`src/rtl/pcpwm_pkg.sv`:
```
package pcpwm_pkg;

  typedef enum logic [2:0] {
    SEL_STOP    = 3'd0,
    SEL_DIV1    = 3'd1,
    SEL_DIV8    = 3'd2,
    SEL_DIV64   = 3'd3,
    SEL_DIV256  = 3'd4,
    SEL_DIV1024 = 3'd5,
    SEL_RSV6    = 3'd6,
    SEL_RSV7    = 3'd7
  } clkSel_e;

  typedef enum logic [1:0] {
    MODE_OFF0   = 2'd0,
    MODE_OFF1   = 2'd1,
    MODE_NONINV = 2'd2,
    MODE_INV    = 2'd3
  } outMode_e;

  // Strobes from control to datapath, one cycle wide each
  typedef struct packed {
    logic tick;
    logic stepUp;
    logic stepDown;
    logic loadCmp;
    logic setOut;
    logic clrOut;
    logic setMatch;
    logic setOvf;
    logic outEn;
  } pwmStrobes_t;

endpackage

```
`src/rtl/pcpwm_prescale.sv`:
```
module pcpwm_prescale #(
  parameter int PRE_W = 10
) (
  input  logic       clk,
  input  logic       rstN,
  input  logic       enable,
  input  logic [2:0] clkSel,
  output logic       tick
);
  import pcpwm_pkg::*;

  localparam int NUM_TAPS = 4;

  function automatic int tapOf(int idx);
    case (idx)
      0:       return 3;
      1:       return 6;
      2:       return 8;
      default: return 10;
    endcase
  endfunction

  logic [PRE_W-1:0]    preDiv;
  logic [NUM_TAPS-1:0] wrapAt;

  always_ff @(posedge clk or negedge rstN) begin
    if (!rstN)        preDiv <= '0;
    else if (!enable) preDiv <= '0;
    else              preDiv <= preDiv + PRE_W'(1);
  end

  for (genvar g = 0; g < NUM_TAPS; g++) begin : g_tap
    localparam int TAP = tapOf(g);
    assign wrapAt[g] = &preDiv[TAP-1:0];
  end

  always_comb begin
    tick = 1'b0;
    if (enable) begin
      case (clkSel_e'(clkSel))
        SEL_DIV1:    tick = 1'b1;
        SEL_DIV8:    tick = wrapAt[0];
        SEL_DIV64:   tick = wrapAt[1];
        SEL_DIV256:  tick = wrapAt[2];
        SEL_DIV1024: tick = wrapAt[3];
        default:     tick = 1'b0;
      endcase
    end
  end

endmodule

```
`src/rtl/pcpwm_ctrl.sv`:
```
module pcpwm_ctrl #(
  parameter int CNT_W = 8
) (
  input  logic                    clk,
  input  logic                    rstN,
  input  logic                    tick,
  input  logic [1:0]              cmpMode,
  input  logic [CNT_W-1:0]        countVal,
  input  logic                    cmpHit,
  output pcpwm_pkg::pwmStrobes_t  strobes
);
  import pcpwm_pkg::*;

  localparam logic [CNT_W-1:0] CNT_MAX  = {CNT_W{1'b1}};
  localparam logic [CNT_W-1:0] CNT_NEAR = CNT_MAX - CNT_W'(1);
  localparam logic [CNT_W-1:0] CNT_ONE  = CNT_W'(1);

  // dirUp: direction of the next step; low while sitting at the top
  logic dirUp;
  logic atTop, atBottom, nearTop, nearBottom;
  logic hitRising, hitFalling;

  assign atTop      = (countVal == CNT_MAX);
  assign atBottom   = (countVal == '0);
  assign nearTop    = (countVal == CNT_NEAR);
  assign nearBottom = (countVal == CNT_ONE);

  always_ff @(posedge clk or negedge rstN) begin
    if (!rstN) begin
      dirUp <= 1'b1;
    end else if (tick) begin
      if (dirUp && nearTop)          dirUp <= 1'b0;
      else if (!dirUp && nearBottom) dirUp <= 1'b1;
    end
  end

  assign hitRising  = tick && cmpHit && dirUp;
  assign hitFalling = tick && cmpHit && !dirUp;

  always_comb begin
    strobes          = '0;
    strobes.tick     = tick;
    strobes.stepUp   = tick && dirUp;
    strobes.stepDown = tick && !dirUp;
    strobes.loadCmp  = tick && atTop;
    strobes.setMatch = tick && cmpHit;
    strobes.setOvf   = tick && atBottom;
    strobes.outEn    = cmpMode[1];
    case (outMode_e'(cmpMode))
      MODE_NONINV: begin
        strobes.clrOut = hitRising;
        strobes.setOut = hitFalling;
      end
      MODE_INV: begin
        strobes.setOut = hitRising;
        strobes.clrOut = hitFalling;
      end
      default: begin
        strobes.setOut = 1'b0;
        strobes.clrOut = 1'b0;
      end
    endcase
  end

endmodule

```
`src/rtl/pcpwm_datapath.sv`:
```
module pcpwm_datapath #(
  parameter int CNT_W = 8
) (
  input  logic                   clk,
  input  logic                   rstN,
  input  pcpwm_pkg::pwmStrobes_t strobes,
  input  logic                   cmpWrEn,
  input  logic [CNT_W-1:0]       cmpWrData,
  input  logic                   matchClr,
  input  logic                   ovfClr,
  output logic [CNT_W-1:0]       countVal,
  output logic                   cmpHit,
  output logic                   pwmOut,
  output logic                   matchFlag,
  output logic                   ovfFlag
);

  logic [CNT_W-1:0] cnt;
  logic [CNT_W-1:0] cmpHold;
  logic [CNT_W-1:0] cmpActive;
  logic             outState;

  always_ff @(posedge clk or negedge rstN) begin
    if (!rstN)                 cnt <= '0;
    else if (strobes.stepUp)   cnt <= cnt + CNT_W'(1);
    else if (strobes.stepDown) cnt <= cnt - CNT_W'(1);
  end

  always_ff @(posedge clk or negedge rstN) begin
    if (!rstN)        cmpHold <= '0;
    else if (cmpWrEn) cmpHold <= cmpWrData;
  end

  always_ff @(posedge clk or negedge rstN) begin
    if (!rstN)                cmpActive <= '0;
    else if (strobes.loadCmp) cmpActive <= cmpHold;
  end

  always_ff @(posedge clk or negedge rstN) begin
    if (!rstN)               outState <= 1'b0;
    else if (strobes.setOut) outState <= 1'b1;
    else if (strobes.clrOut) outState <= 1'b0;
  end

  always_ff @(posedge clk or negedge rstN) begin
    if (!rstN) begin
      matchFlag <= 1'b0;
      ovfFlag   <= 1'b0;
    end else begin
      if (strobes.setMatch) matchFlag <= 1'b1;
      else if (matchClr)    matchFlag <= 1'b0;
      if (strobes.setOvf)   ovfFlag <= 1'b1;
      else if (ovfClr)      ovfFlag <= 1'b0;
    end
  end

  assign countVal = cnt;
  assign cmpHit   = (cnt == cmpActive);
  assign pwmOut   = outState && strobes.outEn;

endmodule

```
`src/rtl/pcpwm_top.sv`:
```
module pcpwm_top #(
  parameter int CNT_W = 8,
  parameter int PRE_W = 10
) (
  input  logic             clk,
  input  logic             rstN,
  input  logic             enable,
  input  logic [2:0]       clkSel,
  input  logic [1:0]       cmpMode,
  input  logic             cmpWrEn,
  input  logic [CNT_W-1:0] cmpWrData,
  input  logic             matchClr,
  input  logic             ovfClr,
  output logic             pwmOut,
  output logic             matchFlag,
  output logic             ovfFlag
);
  import pcpwm_pkg::*;

  logic             tick;
  logic             cmpHit;
  logic [CNT_W-1:0] countVal;
  pwmStrobes_t      strobes;

  pcpwm_prescale #(.PRE_W(PRE_W)) prescale_i (
    .clk    (clk),
    .rstN   (rstN),
    .enable (enable),
    .clkSel (clkSel),
    .tick   (tick)
  );

  pcpwm_ctrl #(.CNT_W(CNT_W)) ctrl_i (
    .clk      (clk),
    .rstN     (rstN),
    .tick     (tick),
    .cmpMode  (cmpMode),
    .countVal (countVal),
    .cmpHit   (cmpHit),
    .strobes  (strobes)
  );

  pcpwm_datapath #(.CNT_W(CNT_W)) datapath_i (
    .clk       (clk),
    .rstN      (rstN),
    .strobes   (strobes),
    .cmpWrEn   (cmpWrEn),
    .cmpWrData (cmpWrData),
    .matchClr  (matchClr),
    .ovfClr    (ovfClr),
    .countVal  (countVal),
    .cmpHit    (cmpHit),
    .pwmOut    (pwmOut),
    .matchFlag (matchFlag),
    .ovfFlag   (ovfFlag)
  );

endmodule

```
`config.mk`:
```
export PLATFORM = sky130hd
export DESIGN_NAME = pcpwm_top
export DESIGN_NICKNAME = d
export VERILOG_FILES = /design/src/rtl/pcpwm_pkg.sv /design/src/rtl/pcpwm_prescale.sv /design/src/rtl/pcpwm_ctrl.sv /design/src/rtl/pcpwm_datapath.sv /design/src/rtl/pcpwm_top.sv
export SDC_FILE = /design/constraint.sdc
export NUM_CORES = 1
export LEC_CHECK = 0
export ABC_AREA = 1
export BUFFER_PORTS_ARGS = -buffer_cell sky130_fd_sc_hd__buf_4
export CAP_MARGIN = 15
export CORE_UTILIZATION = 42
export DETAILED_ROUTE_END_ITERATION = 8
export SLEW_MARGIN = 40
export SYNTH_ARGS = -nofsm -noshare
export SYNTH_HDL_FRONTEND = slang
export SYNTH_SLANG_ARGS = --single-unit
export TNS_END_PERCENT = 20
```
`constraint.sdc`:
```
create_clock -name clk -period 2.09 [get_ports clk]
set_input_delay 0.418 -clock clk [delete_from_list [all_inputs] [get_ports clk]]
set_output_delay 0.418 -clock clk [all_outputs]
set_load 0.03 [all_outputs]
```
==> run summary, run 1 <==
Startpoint types - flip-flop
Peak Freq - 547 MHz
Initial antenna violation count - 0
Die Wd - 73.0 um
Vias in the first global route - 1,542
Tot GR Track Use - 16.8%
Leading area contributor after synthesis - dfrtp_1
Dpl hpwl - 2.71 mm
Resize count post-CTS - 0
CP arrival - 2.01 ns
Fin cells - 337
Share of layout cells above drive strength 1 - 22.2%
Root Buffer Master - clkbuf_8
Period utilization - 87.5%
Synth async-reset ratio - 100%
Final hold vios - 0
Fin. max-slew vios - 0
Synth Net Count - 272
Worst-Margin Slew - 0.490 ns
CTS Buf Count - 5
Post-synth EDFFs - 0
Placed insts - 330
Seq cells post-synth - 38
CP Class - flip-flop to flip-flop
Initial Util - 44.2%
Critical R2R Launch - prescale_i.preDiv[0]
Max Clock Skew - 0.00483 ns
Clock-pin slew on the worst setup and hold paths - 0.07 ns
Pwr Density - 798 nW/um^2
Antenna Cells - 0
Worst slew margin - 67.3%
R2R depth - 9
Post-Syn Area - 2110 um^2
RSZ-0062 raised after global routing - false
GR Overflow Total - 0
Area share of the largest cell type after synthesis - 43.8%
Ys flop type - dfrtp_1
Starting DRT DRC Count - 90
CTS tree - built
IO Count - 22
P&R area growth vs syn - 15.1%
Cell Area, Placed - 2320 um^2
Critical Path End Type - flip-flop
Final #Nets - 296
DRT Wirelength - 3.75 mm
Setup total negative slack - 0 ns
Global-route wire length before repair - 6.72 mm
Hold crit path type - primary input to async pin
Commonest cells in the netlist - 44 x nand2_1, 40 x inv_1, 37 x dfrtp_1
LEAKAGE - 1.20 nW
Seq/Total Area, Yosys - 45.0%
Die Y - 73.0 um
Final worst slack - 0.261 ns
Die area - 5320 um^2
ANT nets after route - 0
Post-route cell area - 2430 um^2
Sink Count - 38
RR Endpoint - datapath_i.countVal[2]
DP Worst Slack - 0.258 ns
Status - complete, no violations
H-tree depth - 2
Hold_buf cts - 0
Worst-Skew Late Latency - 0.29 ns
Clock buffer depth - 2
Worst vdd ir - 0.460 mV
Largest net degree at the start of global routing - 39
Most common cell in the synthesized netlist - nand2_1
Post-CTS Setup Inserts - 0
Synth top area cells - dfrtp_1 44%, nand2_1 7.8%, inv_1 7.1%
IO buf count - 21
Synthesized area per cell - 8.60 um^2
Row Count - 25
Netlist cell types - 31
Final setup fails - 0
Final min period - 1.83 ns
Max-cap violation count - 0
Crit Path Max Fanout - 12
Core Region - 4790 um^2
DR vias/cell - 4.72
Routed wire length per instance - 11.1 um
Setup slack, reg-to-reg - 0.26 ns
Routability Congestion - 0.775
Filler instances - 477
Ys Warns - 0
Synth Instances - 246
Critical path required time - 2.27 ns
Via Count - 1,589
DRC viols - 0
DRT Pass-1 Iters - 4
critical path, stage by stage (launching register included):
cell	delay [ns]
dfrtp_1	0.38
ha_1	0.20
nand3_2	0.12
nor2_4	0.15
nand4_1	0.11
nand2_2	0.12
inv_2	0.05
nor2_4	0.31
nand2_1	0.12
xor2_1	0.15
where the power goes:
part | internal (mW) | leakage (nW) | switching (mW) | total [mW]
clock network | 0.382 | 0.0573 | 0.255 | 0.637
logic | 0.171 | 0.661 | 0.261 | 0.433
registers | 0.801 | 0.480 | 0.0711 | 0.872
through the flow:
stage                     hold WS [ns]  util [%]  power [mW]
after floorplan                  0.122         -        1.17
after global placement           0.417      48.5        1.31
after detailed placement         0.421      48.5        1.32
after CTS                       0.0976      50.9        1.97
after global routing             0.125      50.9        2.08
final                           0.0827      50.9        1.94
worst max-delay path by stage:
stage	start	to	slack, ns	depth (start not counted)
3_3_place_gp	prescale_i.preDiv[0]	datapath_i.cmpActive[4]	0.31	10
4_1_cts	prescale_i.preDiv[0]	datapath_i.countVal[7]	0.24	9
3_5_place_dp	prescale_i.preDiv[0]	datapath_i.countVal[2]	0.26	9
5_1_grt	prescale_i.preDiv[0]	datapath_i.cmpActive[3]	0.04	8
2_1_floorplan	prescale_i.preDiv[0]	datapath_i.countVal[6]	0.49	10
6_report	prescale_i.preDiv[0]	datapath_i.countVal[2]	0.26	9
state kept, by name (all words and copies together) (netlist names):
name and count:
datapath_i.cmpHold 8, prescale_i.preDiv 10, datapath_i.countVal 8, datapath_i.matchFlag 1, datapath_i.outState 1, ctrl_i.dirUp 1
datapath_i.ovfFlag 1, datapath_i.cmpActive 8
area by class of cell:
| class | instances | area (um^2) | area share (%) |
|---|---|---|---|
| clock buffer | 6 | 82.6 | 3.39 |
| tap | 67 | 83.8 | 3.44 |
| inverter | 42 | 158 | 6.47 |
| clock inverter | 1 | 30.0 | 1.23 |
| sequential | 38 | 952 | 39.1 |
| timing repair buffer | 23 | 173 | 7.09 |
| multi-input combinational | 160 | 956 | 39.3 |
cell families (layout without fill, tap and decap cells):
group	count (synthesis)	count (layout)	share of synthesized area (%)
adders and majority gates	7	7	4.14
AOI/OAI and AO/OA	38	38	11.0
xor gates and xnor gates	16	16	6.98
buffers and inverters	48	72	9.76
and+or+nand+nor	99	99	23.1
DFF	38	38	45.0
per-layer routing:
| metal | vias up | global-route usage (%) | routed length [um] |
|---|---|---|---|
| li1 | 826 | - | - |
| met1 | 730 | 21.2 | 1870 |
| met2 | 25 | 27.2 | 1680 |
| met3 | 8 | 4.70 | 131 |
| met4 | 0 | 7.19 | 77 |
| met5 | - | 0 | 0 |
layout by cell type (no fill, tap or decap), types with 2 or more instances in the layout:
master	count
inv_1	40
nand4_1	5
nand3_1	9
buf_4	23
o21ai_0	15
nor2_1	18
a21oi_1	8
xor2_1	15
inv_2	2
dfrtp_1	37
nand2_1	44
ha_1	7
nand2_2	9
o21ai_2	9
nor3_1	5
o22ai_1	2
clkbuf_8	6
nor2_4	3
nand3_2	2
Note: power is estimated with default switching activity, not from simulation.
==> inputs of run 2 (changes only) <==
CORE_ASPECT_RATIO = 0.5   (was default)
REMOVE_ABC_BUFFERS = 1   (was default)
==> run summary, run 2 (same netlist as run 1, synthesis figures left out) <==
Status - complete, no violations (unchanged)
Resize count post-CTS - 0 (unchanged)
Core Region - 4620 um^2 (was 4790 um^2)
CP Class - flip-flop to flip-flop (unchanged)
Period utilization - 87.5% (about the same)
Worst vdd ir - 0.286 mV (was 0.460 mV)
Final min period - 1.83 ns (about the same)
Clock Power Share - 28.7% (was 32.8%)
Biggest register - prescale_i.preDiv (unchanged)
Worst slew margin - 67.5% (was 67.3%)
Critical Path End Type - flip-flop (unchanged)
Final #Nets - 296 (unchanged)
Routed wire length per instance - 10.8 um (was 11.1 um)
Sw frac - 32.2% (was 30.3%)
P&R area growth vs syn - 14.3% (was 15.1%)
Antenna Cells - 0 (unchanged)
H-tree depth - 2 (unchanged)
Peak Freq - 547 MHz (about the same)
Fin. max-slew vios - 0 (unchanged)
Pint - 1.24 mW (was 1.35 mW)
Initial antenna violation count - 0 (unchanged)
DRT Wirelength - 3.62 mm (was 3.75 mm)
Via Count - 1,587 (was 1,589)
Startpoint types - flip-flop (unchanged)
Sink Count - 38 (unchanged)
Flop pwr share - 47.2% (was 44.9%)
Gate power share - 24.1% (was 22.3%)
Clock-pin slew on the worst setup and hold paths - 0.07 ns (about the same)
Slowest CP cell - dfrtp_1 (unchanged)
Hold crit path type - primary input to async pin (unchanged)
Hold Worst Slack - 0.0870 ns (was 0.0827 ns)
Commonest non-fill, non-tap cell in the layout - nand2_1 (unchanged)
Crit path cell chain - ha_1, nand3_2, o21bai_1, nand2_1, nand2_1, nand3_1, nor2_4, nand2_1, xor2_1 (was ha_1, nand3_2, nor2_4, nand4_1, nand2_2, inv_2, nor2_4, nand2_1, xor2_1)
NetSw - 0.589 mW (was 0.588 mW)
Final setup fails - 0 (unchanged)
Routability Congestion - 0.832 (was 0.775)
LEAKAGE - 1.19 nW (was 1.20 nW)
Power, Total - 1.83 mW (was 1.94 mW)
DRT Pass-1 Iters - 4 (unchanged)
Max-cap violation count - 0 (unchanged)
Crit-path most repeated cell - nand2_1 (was nor2_4)
Initial Util - 45.8% (was 44.2%)
Worst-Skew Late Latency - 0.29 ns (about the same)
Commonest non-fill, non-tap cells in the layout - 44 x nand2_1, 40 x inv_1, 37 x dfrtp_1 (unchanged)
Finished Core Util - 52.3% (was 50.9%)
Root Buffer Master - clkbuf_8 (unchanged)
Tot GR Track Use - 16.4% (was 16.8%)
Row Count - 17 (was 25)
Clock buffer depth - 2 (unchanged)
CTS tree - built (unchanged)
Dpl hpwl - 2.73 mm (was 2.71 mm)
Worst-Margin Slew - 0.487 ns (was 0.490 ns)
Crit Path Max Fanout - 12 (unchanged)
CTS Buf Count - 5 (unchanged)
DRC viols - 0 (unchanged)
Die Y - 52.2 um (was 73.0 um)
ANT nets after route - 0 (unchanged)
Starting DRT DRC Count - 65 (was 90)
Hold_buf cts - 0 (unchanged)
IO Count - 22 (unchanged)
Post-route cell area - 2420 um^2 (was 2430 um^2)
Critical path required time - 2.26 ns (was 2.27 ns)
CP max stage delay - 0.37 ns (was 0.38 ns)
IO buf count - 21 (unchanged)
Pwr Density - 757 nW/um^2 (was 798 nW/um^2)
Setup total negative slack - 0 ns (unchanged)
Global-route wire length before repair - 6.52 mm (was 6.72 mm)
Largest net degree at the start of global routing - 39 (unchanged)
Die Wd - 102 um (was 73.0 um)
Vias in the first global route - 1,481 (was 1,542)
DR vias/cell - 4.71 (was 4.72)
Post-CTS Setup Inserts - 0 (unchanged)
CP arrival - 2.00 ns (was 2.01 ns)
Max Clock Skew - 0.00459 ns (was 0.00483 ns)
RSZ-0062 raised after global routing - false (unchanged)
GR Overflow Total - 0 (unchanged)
Share of layout cells above drive strength 1 - 22.5% (was 22.2%)
Final hold vios - 0 (unchanged)
Largest register FFs - 10 (unchanged)
Cell Area, Placed - 2320 um^2 (about the same)
Die area - 5340 um^2 (was 5320 um^2)
-- run 2: changes by cell type in the layout (fill, tap and decap cells not counted) --
cell	delta
clkinvlp_4	+1
clkinv_2	+1
bufinv_16	-1
-- run 2: cell type report --
cell class,count,area (um^2)
Timing Repair Buffer,23,173
Fill cell,429,2200
Multi-Input combinational cell,160,956
Clock buffer,6,82.6
Tap cell,66,82.6
Clock inverter,2,12.5
Sequential cell,38,952
Inverter,42,158
-- run 2: per-layer routing --
layer,vias to the layer above,part of all wire [%],track usage (%)
li1,822,-,-
met1,723,51,21.5
met2,38,44,26.1
met3,4,4.9,4.93
met4,0,0.69,5.71
met5,-,0,0
-- run 2: path summary, 6_finish.rpt --
check / from / to / slack, ns / cells past startpoint
setup / recovery: prescale_i.preDiv[0] / datapath_i.countVal[7] / 0.26 / 9
hold / removal: rstN / prescale_i.preDiv[3] / 0.09 / 1
setup reg to reg: prescale_i.preDiv[0] / datapath_i.countVal[7] / 0.26 / 9
hold reg to reg: prescale_i.preDiv[0] / prescale_i.preDiv[0] / 0.46 / 1
max in group asynchronous: rstN / ctrl_i.dirUp / 1.65 / 1
min in group clk: matchClr / datapath_i.matchFlag / 0.31 / 2
-- run 2: power groups by stage --
stage	clock network, mW	registers (mW)	logic, mW
3_5_place_dp	0	0.877	0.440
4_1_cts	0.543	0.864	0.443
5_1_grt	0.581	0.876	0.503
2_1_floorplan	0	0.889	0.269
6_report	0.525	0.863	0.440
3_3_place_gp	0	0.876	0.435
-- run 2: worst max-delay path: cells and delay by family (launching register included) --
family | cells | cell delay [ns]
DFF | 1 | 0.37
AOI/OAI and AO/OA | 1 | 0.20
and+or+nand+nor | 6 | 0.79
xor gates and xnor gates | 1 | 0.16
adders and majority gates | 1 | 0.19
-- run 2: per-stage QoR --
step,cells,setup WS (ns)
5_1_grt,337,0.0875
6_report,337,0.261
2_1_floorplan,240,0.448
3_5_place_dp,329,0.246
4_1_cts,337,0.237
3_3_place_gp,329,0.305
